===== config.mk =====
export PLATFORM = sky130hd
export DESIGN_NAME = alu_flag_unit
export DESIGN_NICKNAME = d
export VERILOG_FILES = /design/src/rtl/alu_pkg.sv /design/src/rtl/alu_opnd_sel.sv /design/src/rtl/alu_addsub.sv /design/src/rtl/alu_flag_gen.sv /design/src/rtl/alu_flag_unit.sv
export SDC_FILE = /design/constraint.sdc
export NUM_CORES = 1
export LEC_CHECK = 0
export BUFFER_PORTS_ARGS = -buffer_cell sky130_fd_sc_hd__buf_2
export CAP_MARGIN = 10
export CORE_AREA = 2 2 61 106
export DETAILED_ROUTE_END_ITERATION = 10
export DIE_AREA = 0 0 63 108
export GPL_ROUTABILITY_DRIVEN = 0
export PLACE_DENSITY = 0.83
export RECOVER_POWER = 50
export SYNTH_ARGS = -nofsm -noshare
export SYNTH_HDL_FRONTEND = slang
export SYNTH_SLANG_ARGS = --single-unit

===== constraint.sdc =====
create_clock -name clk -period 13.2 [get_ports clk]
set_clock_uncertainty 0.15 [all_clocks]
set_input_delay 1.32 -clock clk [delete_from_list [all_inputs] [get_ports clk]]
set_output_delay 1.32 -clock clk [all_outputs]
set_load 0.05 [all_outputs]

===== src/rtl/alu_pkg.sv =====
package alu_pkg;
  localparam int DATA_W   = 16;
  localparam int NARROW_W = 8;
  localparam int PAR_W    = 8;
  localparam int OP_W     = 4;

  typedef enum logic [OP_W-1:0] {
    OP_ADD  = 4'd0,
    OP_ADC  = 4'd1,
    OP_SUB  = 4'd2,
    OP_SBB  = 4'd3,
    OP_CMP  = 4'd4,
    OP_TEST = 4'd5,
    OP_INC  = 4'd6,
    OP_DEC  = 4'd7,
    OP_NEG  = 4'd8
  } alu_op_e;

  // Bit 0 is the carry flag; bit 5 is overflow.
  typedef struct packed {
    logic of;
    logic sf;
    logic zf;
    logic af;
    logic pf;
    logic cf;
  } flags_t;
endpackage


===== src/rtl/alu_opnd_sel.sv =====
module alu_opnd_sel
  import alu_pkg::*;
#(
  parameter int DATA_W   = 16,
  parameter int NARROW_W = 8
) (
  input  logic [OP_W-1:0]   op,
  input  logic              wide,
  input  logic [DATA_W-1:0] dst,
  input  logic [DATA_W-1:0] src,
  input  logic              cf_in,
  output logic [DATA_W-1:0] mask,
  output logic [DATA_W-1:0] x,
  output logic [DATA_W-1:0] y,
  output logic              cin,
  output logic              sub_mode
);
  localparam logic [DATA_W-1:0] ONE = {{(DATA_W-1){1'b0}}, 1'b1};
  localparam logic [DATA_W-1:0] NARROW_MASK =
    {{(DATA_W-NARROW_W){1'b0}}, {NARROW_W{1'b1}}};

  logic [DATA_W-1:0] dm, sm;

  always_comb begin
    mask = wide ? {DATA_W{1'b1}} : NARROW_MASK;
    dm   = dst & mask;
    sm   = src & mask;
    x        = dm;
    y        = sm;
    cin      = 1'b0;
    sub_mode = 1'b0;
    case (op)
      OP_ADD:  ;
      OP_ADC:  cin = cf_in;
      OP_SUB,
      OP_CMP:  sub_mode = 1'b1;
      OP_SBB:  begin sub_mode = 1'b1; cin = cf_in; end
      OP_INC:  y = ONE;
      OP_DEC:  begin y = ONE; sub_mode = 1'b1; end
      OP_NEG:  begin x = '0; y = dm; sub_mode = 1'b1; end
      default: ;
    endcase
  end
endmodule


===== src/rtl/alu_addsub.sv =====
module alu_addsub #(
  parameter int DATA_W = 16
) (
  input  logic [DATA_W-1:0] x,
  input  logic [DATA_W-1:0] y,
  input  logic              cin,
  input  logic              sub_mode,
  output logic [DATA_W:0]   full
);
  localparam int EXT_W = DATA_W + 1;

  logic [EXT_W-1:0] xe, ye, ce;

  always_comb begin
    xe = {1'b0, x};
    ye = {1'b0, y};
    ce = {{DATA_W{1'b0}}, cin};
    full = sub_mode ? (xe - ye - ce) : (xe + ye + ce);
  end
endmodule


===== src/rtl/alu_flag_gen.sv =====
module alu_flag_gen
  import alu_pkg::*;
#(
  parameter int DATA_W   = 16,
  parameter int NARROW_W = 8
) (
  input  logic [OP_W-1:0]   op,
  input  logic              wide,
  input  logic [DATA_W-1:0] mask,
  input  logic [DATA_W-1:0] x,
  input  logic [DATA_W-1:0] y,
  input  logic [DATA_W:0]   full,
  input  flags_t            fin,
  output logic [DATA_W-1:0] result,
  output logic              we,
  output flags_t            fnx
);
  localparam logic [DATA_W-1:0] SGN_WIDE = {1'b1, {(DATA_W-1){1'b0}}};
  localparam logic [DATA_W-1:0] SGN_NARROW =
    {{(DATA_W-NARROW_W){1'b0}}, 1'b1, {(NARROW_W-1){1'b0}}};

  logic [DATA_W-1:0] r_arith, r;
  logic [DATA_W-1:0] sgn_only;
  logic carry, xt, yt, rt, af_arith, ov_add, ov_sub;

  always_comb begin
    sgn_only = wide ? SGN_WIDE : SGN_NARROW;
    r_arith  = full[DATA_W-1:0] & mask;
    carry    = wide ? full[DATA_W] : full[NARROW_W];
    r        = (op == OP_TEST) ? (x & y) : r_arith;
    xt       = wide ? x[DATA_W-1] : x[NARROW_W-1];
    yt       = wide ? y[DATA_W-1] : y[NARROW_W-1];
    rt       = wide ? r[DATA_W-1] : r[NARROW_W-1];
    af_arith = x[4] ^ y[4] ^ r[4];
    ov_add   = (xt == yt) && (rt != xt);
    ov_sub   = (xt != yt) && (rt != xt);

    fnx    = fin;
    we     = 1'b0;
    result = r;
    fnx.pf = ~^r[PAR_W-1:0];
    fnx.sf = rt;
    fnx.zf = (r == '0);
    case (op)
      OP_ADD, OP_ADC: begin
        we = 1'b1; fnx.cf = carry; fnx.af = af_arith; fnx.of = ov_add;
      end
      OP_SUB, OP_SBB: begin
        we = 1'b1; fnx.cf = carry; fnx.af = af_arith; fnx.of = ov_sub;
      end
      OP_CMP: begin
        fnx.cf = carry; fnx.af = af_arith; fnx.of = ov_sub;
      end
      OP_TEST: begin
        fnx.cf = 1'b0; fnx.of = 1'b0;
      end
      OP_INC: begin
        we = 1'b1; fnx.af = x[4] ^ r[4]; fnx.of = (r == sgn_only);
      end
      OP_DEC: begin
        we = 1'b1; fnx.af = x[4] ^ r[4]; fnx.of = (x == sgn_only);
      end
      OP_NEG: begin
        we = 1'b1; fnx.cf = (y != '0); fnx.af = af_arith;
        fnx.of = (r == sgn_only);
      end
      default: begin
        result = '0;
        fnx    = fin;
      end
    endcase
  end
endmodule


===== src/rtl/alu_flag_unit.sv =====
module alu_flag_unit
  import alu_pkg::*;
#(
  parameter int DATA_W   = 16,
  parameter int NARROW_W = 8
) (
  input  logic              clk,
  input  logic              rst,
  input  logic [3:0]        op_code,
  input  logic              wide_sel,
  input  logic [DATA_W-1:0] dst_in,
  input  logic [DATA_W-1:0] src_in,
  input  logic [5:0]        flags_in,
  output logic [DATA_W-1:0] result_out,
  output logic              dst_we,
  output logic [5:0]        flags_out
);
  logic [DATA_W-1:0] mask, x, y, res_nx;
  logic [DATA_W:0]   full;
  logic              cin, sub_mode, we_nx;
  flags_t            fin, fnx;

  assign fin = flags_t'(flags_in);

  alu_opnd_sel #(.DATA_W(DATA_W), .NARROW_W(NARROW_W)) i_sel (
    .op(op_code), .wide(wide_sel), .dst(dst_in), .src(src_in),
    .cf_in(fin.cf), .mask(mask), .x(x), .y(y), .cin(cin),
    .sub_mode(sub_mode)
  );

  alu_addsub #(.DATA_W(DATA_W)) i_add (
    .x(x), .y(y), .cin(cin), .sub_mode(sub_mode), .full(full)
  );

  alu_flag_gen #(.DATA_W(DATA_W), .NARROW_W(NARROW_W)) i_flg (
    .op(op_code), .wide(wide_sel), .mask(mask), .x(x), .y(y),
    .full(full), .fin(fin), .result(res_nx), .we(we_nx), .fnx(fnx)
  );

  always_ff @(posedge clk) begin
    if (rst) begin
      result_out <= '0;
      dst_we     <= 1'b0;
      flags_out  <= '0;
    end else begin
      result_out <= res_nx;
      dst_we     <= we_nx;
      flags_out  <= fnx;
    end
  end
endmodule


==> impl_metrics.json, run 1 <==
{
  "grt_pass1_wl_um": 16100,
  "yosys_warnings": 0,
  "max_stage_delay_ns": 0.52,
  "drtPass1Iterations": 5,
  "antenna_cells": 0,
  "drtIter0Drc": 216,
  "nets": 623,
  "crit_family": "compound AO/OA/AOI/OAI gates",
  "num_vias": 3698,
  "clk_pin_slew_worst_paths_ns": 0.08,
  "cp.buffers_inverters": 4,
  "antenna_found_initial": 0,
  "status": "finished, final reports clean",
  "synth_ff_type": "dfxtp_1",
  "route.detailed.drc": 0,
  "post_synth_num_cell_types": 67,
  "post_cts_buffers": 0,
  "min_from": "flags_in[1]",
  "required_ns": 13.25,
  "numCtsBuffers": 3,
  "grtUsageTotal": 0.2962,
  "routed_wirelength_um": 10260,
  "setup_viol": 0,
  "avgSynthCellArea_um2": 7.382,
  "drv_cap": 0,
  "synth_nets": 565,
  "cts_root_buf": "clkbuf_8",
  "final_common_cell": "inv_1",
  "async_flop_share": 0,
  "hold_viol_final": 0,
  "area_delta_synth_final_pct": 11.45,
  "path_max_fanout": 28,
  "worst_setup_path_end_kind": "register",
  "h-tree-depth": 1,
  "synth_top_area_cell": "ha_1",
  "cp_slowest_cell": "a21oi_1",
  "hpwlAfterDp_um": 8425,
  "netlist.area_leader.share": 0.1739,
  "coreArea_um2": 5879,
  "io_pins": 68,
  "slew_violations": 0,
  "slew_headroom": 0.4861,
  "overflow": 0,
  "grt_pass1_vias": 3656,
  "n_fill_cell": 533,
  "fin_crit_sh": 0.4502,
  "cellLeakagePower_nw": 1.787,
  "post_cts_resized": 0,
  "synthCells": 468,
  "die_x_um": 63,
  "crit_type": "in -> reg",
  "wl_per_cell_um": 17.02,
  "hold_class": "in -> reg",
  "clock.fmax_mhz": 168.3,
  "cts.sinks": 23,
  "irDropWorstVdd_mv": 0.1107,
  "hold_buffers": 0,
  "synth_seq_cells": 23,
  "ys_top_cells_by_area": "ha_1 17%, dfxtp_1 13%, xnor2_1 6.6%, inv_1 5.3%, a21oi_1 5.2%",
  "synth_enable_flop_cells": 0,
  "seq_area_frac_synth": 0.1333,
  "final_cell_mix": "49 x inv_1, 48 x ha_1, 47 x nand2_1",
  "tightest_slew_ns": 0.7694,
  "layout-drive-gt1-share": 0.1314,
  "synth_area_um2": 3455,
  "arrival_ns": 5.99,
  "num_rows": 37,
  "crit_path_start_kind": "primary input",
  "finalCriticalPeriod_ns": 5.943,
  "die_h_um": 108,
  "dieArea_um2": 6804,
  "cts_tree": "yes",
  "pwr_density_cell_nw_per_um2": 97.46,
  "cts_buffer_depth": 2,
  "final_util": 0.6548,
  "crit_start": "op_code[0]",
  "start_util": 0.5876,
  "postRouteAntennaNets": 0,
  "timing.setup.tns_ns": 0,
  "port_buffers": 67,
  "grt_max_degree": 29,
  "rsz0062_at_grt": "no",
  "vias_per_cell": 6.133,
  "path_cells": "buf_2 -> nor4b_4 -> buf_4 -> a21oi_1 -> inv_1 -> o22ai_1 -> inv_1 -> fa_1 -> fa_1 -> a211o_1 -> a311oi_2 -> o31ai_4 -> a311oi_4 -> o31ai_2 -> xnor2_1 -> a222oi_1 -> and4_1 -> a211oi_1 -> o21bai_1"
}
Yosys cell counts (all sizes together) (7+ instances only):
| master | count |
|---|---|
| a21oi | 37 |
| nand2 | 47 |
| inv | 51 |
| a31oi | 7 |
| nand3 | 9 |
| nor3 | 7 |
| nor2 | 46 |
| nand2b | 7 |
| dfxtp | 23 |
| clkbuf | 10 |
| o211ai | 7 |
| ha | 48 |
| buf | 7 |
| nor2b | 12 |
| a22o | 7 |
| xnor2 | 26 |
| a22oi | 9 |
| o21ai | 27 |
power by group:
part | internal, mW | switching (mW) | leakage [nW] | total (mW)
combinational | 0.0944 | 0.160 | 1.57 | 0.254
clock | 0.0211 | 0.0212 | 0.0255 | 0.0422
sequential | 0.0766 | 0.00197 | 0.189 | 0.0785
total | 0.192 | 0.183 | 1.79 | 0.375
routing by layer:
layer  vias to the layer above  GRT usage  share of wire
met5                         -          0              0
met4                         0     0.2413          0.082
met3                        67    0.03746          0.054
met2                       187     0.5517           0.53
met1                      1676     0.2864           0.34
li1                       1768          -              -
path summary, 6_finish.rpt:
kind              depth (start not counted)            to
setup / recovery                         19  flags_out[5]
hold / removal                            3  flags_out[1]
area by class of cell:
cell class                 count  area, µm²  share of cell area
clock inverter                 1      5.005            0.001300
inverter                      51      191.4             0.04972
multi-input combinational    377       2725              0.7078
timing repair buffer          70      329.1             0.08547
tap                           78      97.59             0.02535
clock buffer                   3      41.29             0.01072
sequential                    23      460.4              0.1196
state kept, by name, indices dropped and copies added (netlist names):
signal and cells:
flags_out 6, result_out 16, dst_we 1
stage by stage:
| step | std cells | hold WS [ns] | instance area [µm²] | setup slack, ns | power, mW |
|---|---|---|---|---|---|
| after detailed placement | 599 | 1.429 | 3832 | 7.032 | 0.3303 |
| after global routing | 603 | 1.161 | 3850 | 6.920 | 0.4007 |
| after CTS | 603 | 1.148 | 3879 | 7.302 | 0.3737 |
| after global placement | 599 | 1.409 | 3832 | 7.181 | 0.3237 |
| final | 603 | 1.153 | 3850 | 7.257 | 0.3752 |
| after floorplan | 468 | 1.306 | 3455 | 7.370 | 0.2737 |
kinds of logic after synthesis:
| group | count (synthesis) | synth area share |
|---|---|---|
| fa+ha+maj | 52 | 0.1970 |
| mux | 5 | 0.01449 |
| compound gates | 135 | 0.2771 |
| flops | 23 | 0.1333 |
| buf+inv | 68 | 0.07968 |
| xor+xnor | 31 | 0.07859 |
| simple gates | 154 | 0.2198 |
No activity file was read; power rests on OpenSTA's default activity.
==> inputs of run 2 (changes only) <==
--- a/config.mk
+++ b/config.mk
@@ -7,11 +7,11 @@
 export LEC_CHECK = 0
 export BUFFER_PORTS_ARGS = -buffer_cell sky130_fd_sc_hd__buf_2
 export CAP_MARGIN = 10
-export CORE_AREA = 2 2 61 106
+export CORE_AREA = 2 2 62 108
 export DETAILED_ROUTE_END_ITERATION = 10
-export DIE_AREA = 0 0 63 108
+export DIE_AREA = 0 0 64 110
 export GPL_ROUTABILITY_DRIVEN = 0
-export PLACE_DENSITY = 0.83
+export PLACE_DENSITY = 0.81
 export RECOVER_POWER = 50
 export SYNTH_ARGS = -nofsm -noshare
 export SYNTH_HDL_FRONTEND = slang
==> constraint.sdc (replaced) <==
create_clock -name clk -period 6 [get_ports clk]
set_clock_uncertainty 0.15 [all_clocks]
set_input_delay 0.6 -clock clk [delete_from_list [all_inputs] [get_ports clk]]
set_output_delay 0.6 -clock clk [all_outputs]
set_load 0.05 [all_outputs]
==> run 2 against run 1 <==
Against the previous run:
- core utilization shrank 2.7 points
- clock power increased by 120%
- count of clock-buffer cells in the layout unchanged
- die area rose by 3.5%
- cell count rose by 0.33%
- routed wire length about the same
- largest cell class unchanged
==> impl_metrics.json, run 2 (synthesized netlist as in run 1, its figures left out) <==
{
  "slew_headroom": 0.4372,
  "highest_layer": "met4",
  "cts_buffer_depth": 2,
  "post_cts_resized": 0,
  "routed_wirelength_um": 10270,
  "fin_crit_sh": 0.8405,
  "drtPass1Iterations": 8,
  "finalCriticalPeriod_ns": 5.043,
  "area_delta_synth_final_pct": 11.52,
  "power_uw": 827.5,
  "worst_setup_path_end_kind": "register",
  "coreArea_um2": 6133,
  "crit_type": "in -> reg",
  "vias_per_cell": 6.098,
  "p_int_uw": 422.1,
  "grtUsageTotal": 0.2970,
  "num_vias": 3689,
  "hold_class": "in -> reg",
  "final_util": 0.6281,
  "holdWs_ns": 0.4214,
  "route.detailed.drc": 0,
  "dieArea_um2": 7040,
  "grt_pass1_wl_um": 16460,
  "grt_pass1_vias": 3567,
  "regMostFlops": "result_out",
  "p_sw_frac": 0.4899,
  "nets": 623,
  "wl_met1_um": 3535,
  "overflow": 0,
  "cts_root_buf": "clkbuf_8",
  "pwr_density_cell_nw_per_um2": 214.8,
  "start_util": 0.5632,
  "p_sw_uw": 405.4,
  "die_x_um": 64,
  "hold_buffers": 0,
  "grt_max_degree": 28,
  "path_max_fanout": 8,
  "cts_tree": "yes",
  "tightest_slew_ns": 0.8426,
  "numCtsBuffers": 3,
  "post_cts_buffers": 0,
  "dr_wl_met2_um": 5362,
  "clk_pin_slew_worst_paths_ns": 0.08,
  "drv_cap": 0,
  "final_common_cell": "inv_1",
  "rsz0062_at_grt": "no",
  "wl_per_cell_um": 16.97,
  "layout-drive-gt1-share": 0.1314,
  "slew_violations": 0,
  "postRouteAntennaNets": 0,
  "crit_path_start_kind": "primary input",
  "h-tree-depth": 1,
  "antenna_found_initial": 0,
  "clock_power_share": 0.114,
  "port_buffers": 67,
  "crit_start": "op_code[1]",
  "largest_reg_flops": 16,
  "p_seq_frac": 0.208,
  "irDropWorstVdd_mv": 0.2396,
  "final_cell_mix": "49 x inv_1, 48 x ha_1, 47 x nand2_1",
  "setup_viol": 0,
  "wl_met3_um": 736,
  "num_rows": 38,
  "clock.fmax_mhz": 198.3,
  "arrival_ns": 5.08,
  "required_ns": 6.04,
  "hpwlAfterDp_um": 8318,
  "cellLeakagePower_nw": 1.788,
  "timing.setup.tns_ns": 0,
  "hold_viol_final": 0,
  "io_pins": 68,
  "comb_power_share": 0.678,
  "die_h_um": 110,
  "top_regs": "result_out: 16 flops, flags_out: 6 flops, dst_we: 1 flops",
  "drtIter0Drc": 350,
  "cp-endpoint": "flags_out[5]",
  "status": "finished, final reports clean",
  "antenna_cells": 0,
  "cts.sinks": 23
}
[run 2: cell counts in the layout (fill, tap and decap cells not counted)]
Identical to the previous run, type by type.
[run 2: area by class of cell]
class	instances	area [µm²]
Multi-Input combinational cell	377	2725
Tap cell	80	100.1
Inverter	51	191.4
Fill cell	559	2281
Sequential cell	23	460.4
Timing Repair Buffer	70	329.1
Clock inverter	1	5.005
Clock buffer	3	41.29
[run 2: metal layers]
metal,vias to the layer above,GRT usage
met5,-,0
met4,0,0.1615
met3,51,0.03959
met2,187,0.5655
met1,1682,0.3082
li1,1769,-
[run 2: power groups by stage]
| stage | clock [mW] | combinational (mW) | sequential [mW] |
|---|---|---|---|
| 4_1_cts | 0.0938 | 0.556 | 0.172 |
| 3_3_place_gp | 0 | 0.539 | 0.175 |
| 5_1_grt | 0.102 | 0.611 | 0.174 |
| 2_1_floorplan | 0 | 0.371 | 0.231 |
| 6_report | 0.0941 | 0.561 | 0.172 |
| 3_5_place_dp | 0 | 0.553 | 0.175 |
[run 2: worst min path at each step]
stage | cells after the start | slack [ns] | from | end
floorplan | 2 | 0.59 | flags_in[1] | flags_out[1]
global placement | 3 | 0.69 | flags_in[3] | flags_out[3]
detailed placement | 3 | 0.70 | flags_in[3] | flags_out[3]
CTS | 3 | 0.43 | flags_in[3] | flags_out[3]
global route | 3 | 0.43 | flags_in[1] | flags_out[1]
finish | 3 | 0.42 | flags_in[3] | flags_out[3]
[run 2: critical path, cell delays in order]
cell,delay (ns)
clkbuf_1,0.19
nor2b_1,0.22
a21oi_1,0.38
inv_1,0.08
o22ai_1,0.26
inv_1,0.13
fa_1,0.47
fa_1,0.43
a211o_1,0.30
a311oi_2,0.35
o31ai_4,0.12
a311oi_4,0.33
o31ai_2,0.12
xnor2_1,0.14
a222oi_1,0.40
and4_1,0.31
a211oi_1,0.09
o21bai_1,0.16
[run 2: through the flow]
step / instance area, µm² / worst slack [ns] / std cells
2_1_floorplan: 3455 / 0.8905 / 468
3_3_place_gp: 3835 / 1.057 / 601
3_5_place_dp: 3835 / 0.9195 / 601
4_1_cts: 3881 / 1.155 / 605
5_1_grt: 3852 / 0.7329 / 605
6_report: 3852 / 0.9568 / 605
==> inputs of run 3 (changes only) <==
==> constraint.sdc (replaced) <==
create_clock -name clk -period 4.8 [get_ports clk]
set_clock_uncertainty 0.15 [all_clocks]
set_input_delay 0.48 -clock clk [delete_from_list [all_inputs] [get_ports clk]]
set_output_delay 0.48 -clock clk [all_outputs]
set_load 0.05 [all_outputs]
==> run 3 against run 2 <==
Against the previous run:
- non-clock buffer count is 8 higher
- sequential cell count stayed put
- count of clock-buffer cells in the layout is 1 higher
- routed wire length is 0.47% lower
- worst hold slack worse by 0.10 ns
- core utilization is 1.0 points higher
- via count is 1.4% higher
- critical path depth stayed put
- sequential power is 26% higher
- combinational power is 26% higher
- global-route usage is 0.41 points lower
- design area is 1.7% higher
==> impl_metrics.json, run 3 (synthesized netlist as in run 1, its figures left out) <==
{
  "wl_met3_um": 531,
  "post_cts_buffers": 0,
  "p_seq_frac": 0.208,
  "grt_pass1_vias": 3667,
  "cellLeakagePower_nw": 1.824,
  "fin_crit_sh": 0.9260,
  "vias_per_cell": 6.104,
  "dieArea_um2": 7040,
  "finalCriticalPeriod_ns": 4.445,
  "wl_met1_um": 3559,
  "start_util": 0.5632,
  "irDropWorstVdd_mv": 0.3119,
  "routed_wirelength_um": 10220,
  "postRouteAntennaNets": 0,
  "rsz0062_at_grt": "no",
  "area_delta_synth_final_pct": 13.36,
  "layout-drive-gt1-share": 0.1445,
  "comb_power_share": 0.681,
  "route.detailed.drc": 0,
  "numCtsBuffers": 3,
  "cts_buffer_depth": 2,
  "fin_ws_ns": 0.3552,
  "p_sw_frac": 0.4812,
  "crit_start": "op_code[1]",
  "antenna_cells": 0,
  "antenna_found_initial": 0,
  "hold_class": "in -> reg",
  "nets": 631,
  "arrival_ns": 4.49,
  "die_h_um": 110,
  "wl_per_cell_um": 16.67,
  "hold_viol_final": 0,
  "io_pins": 68,
  "crit_type": "in -> reg",
  "slew_violations": 0,
  "crit_path_start_kind": "primary input",
  "hpwlAfterDp_um": 8522,
  "final_cell_mix": "49 x inv_1, 48 x ha_1, 47 x nand2_1",
  "drtPass1Iterations": 5,
  "num_vias": 3742,
  "cts_root_buf": "clkbuf_8",
  "top_regs": "result_out: 16 flops, flags_out: 6 flops, dst_we: 1 flops",
  "die_x_um": 64,
  "grt_pass1_wl_um": 16280,
  "p_int_uw": 539.1,
  "place_ws_ns": 0.1129,
  "required_ns": 4.84,
  "overflow": 0,
  "drv_cap": 0,
  "h-tree-depth": 1,
  "regMostFlops": "result_out",
  "cts_tree": "yes",
  "p_sw_uw": 500.1,
  "grt_max_degree": 21,
  "clk_pin_slew_worst_paths_ns": 0.07,
  "min_from": "flags_in[1]",
  "drtIter0Drc": 298,
  "final_common_cell": "inv_1",
  "timing.setup.tns_ns": 0,
  "largest_reg_flops": 16,
  "grtUsageTotal": 0.2929,
  "tightest_slew_ns": 0.7729,
  "status": "finished, final reports clean",
  "cts.sinks": 23,
  "highest_layer": "met4",
  "clock_power_share": 0.112,
  "clock.fmax_mhz": 225.0,
  "setup_viol": 0,
  "worst_setup_path_end_kind": "register",
  "slew_headroom": 0.4838,
  "path_max_fanout": 8,
  "coreArea_um2": 6133,
  "num_rows": 38,
  "pwr_density_cell_nw_per_um2": 265.4,
  "dr_wl_met2_um": 5345,
  "power_mw": 1.039,
  "port_buffers": 67
}
## run 3: changes by cell type in the layout (fill, tap and decap cells not counted), sizes merged
cell    delta
buf        +8
clkbuf     +1
clkinv     -1
## run 3: layout make-up
cell class,instances,area [µm²]
Multi-Input combinational cell,377,2730
Fill cell,565,2217
Sequential cell,23,460.4
Timing Repair Buffer,78,389.1
Inverter,51,191.4
Tap cell,80,100.1
Clock buffer,4,45.04
## run 3: what timing repair did
action / 4_1_cts / 5_1_grt
resized for setup: 0 / 1
setup endpoints to repair: 0 / 2
hold buffers: 0 / 0
## run 3: routing by layer
metal  vias up  track usage
met4         0       0.2158
li1       1792            -
met2       180       0.5543
met1      1715       0.2843
met5         -            0
met3        55      0.03858
## run 3: stage by stage
stage / cells / util / area (µm²) / hold WS, ns
6_report: 613 / 0.6385 / 3916 / 0.3212
4_1_cts: 613 / 0.6424 / 3940 / 0.3192
3_5_place_dp: 609 / 0.6350 / 3895 / 0.5963
2_1_floorplan: 468 / - / 3460 / 0.4660
5_1_grt: 613 / 0.6385 / 3916 / 0.3391
3_3_place_gp: 609 / 0.6350 / 3895 / 0.5739
## run 3: worst paths after layout
path / end / slack (ns) / depth (start not counted)
hold / removal: flags_out[1] / 0.32 / 3
setup / recovery: flags_out[5] / 0.36 / 18
## run 3: power by group through the flow
stage | clock [mW] | sequential [mW] | combinational (mW)
floorplan | 0 | 0.289 | 0.464
global placement | 0 | 0.219 | 0.687
detailed placement | 0 | 0.220 | 0.703
CTS | 0.118 | 0.215 | 0.706
global route | 0.126 | 0.217 | 0.781
finish | 0.116 | 0.216 | 0.707
## run 3: critical path, stage by stage
cell and delay [ns]:
buf_2 0.17, nor2b_1 0.18, a21oi_1 0.20, inv_1 0.06
o22ai_1 0.20, inv_1 0.12, fa_1 0.48, fa_1 0.43
a211o_1 0.30, a311oi_2 0.33, o31ai_4 0.12, a311oi_4 0.31
o31ai_2 0.11, xnor2_1 0.13, a222oi_1 0.37, and4_1 0.28
a211oi_1 0.08, o21bai_1 0.13
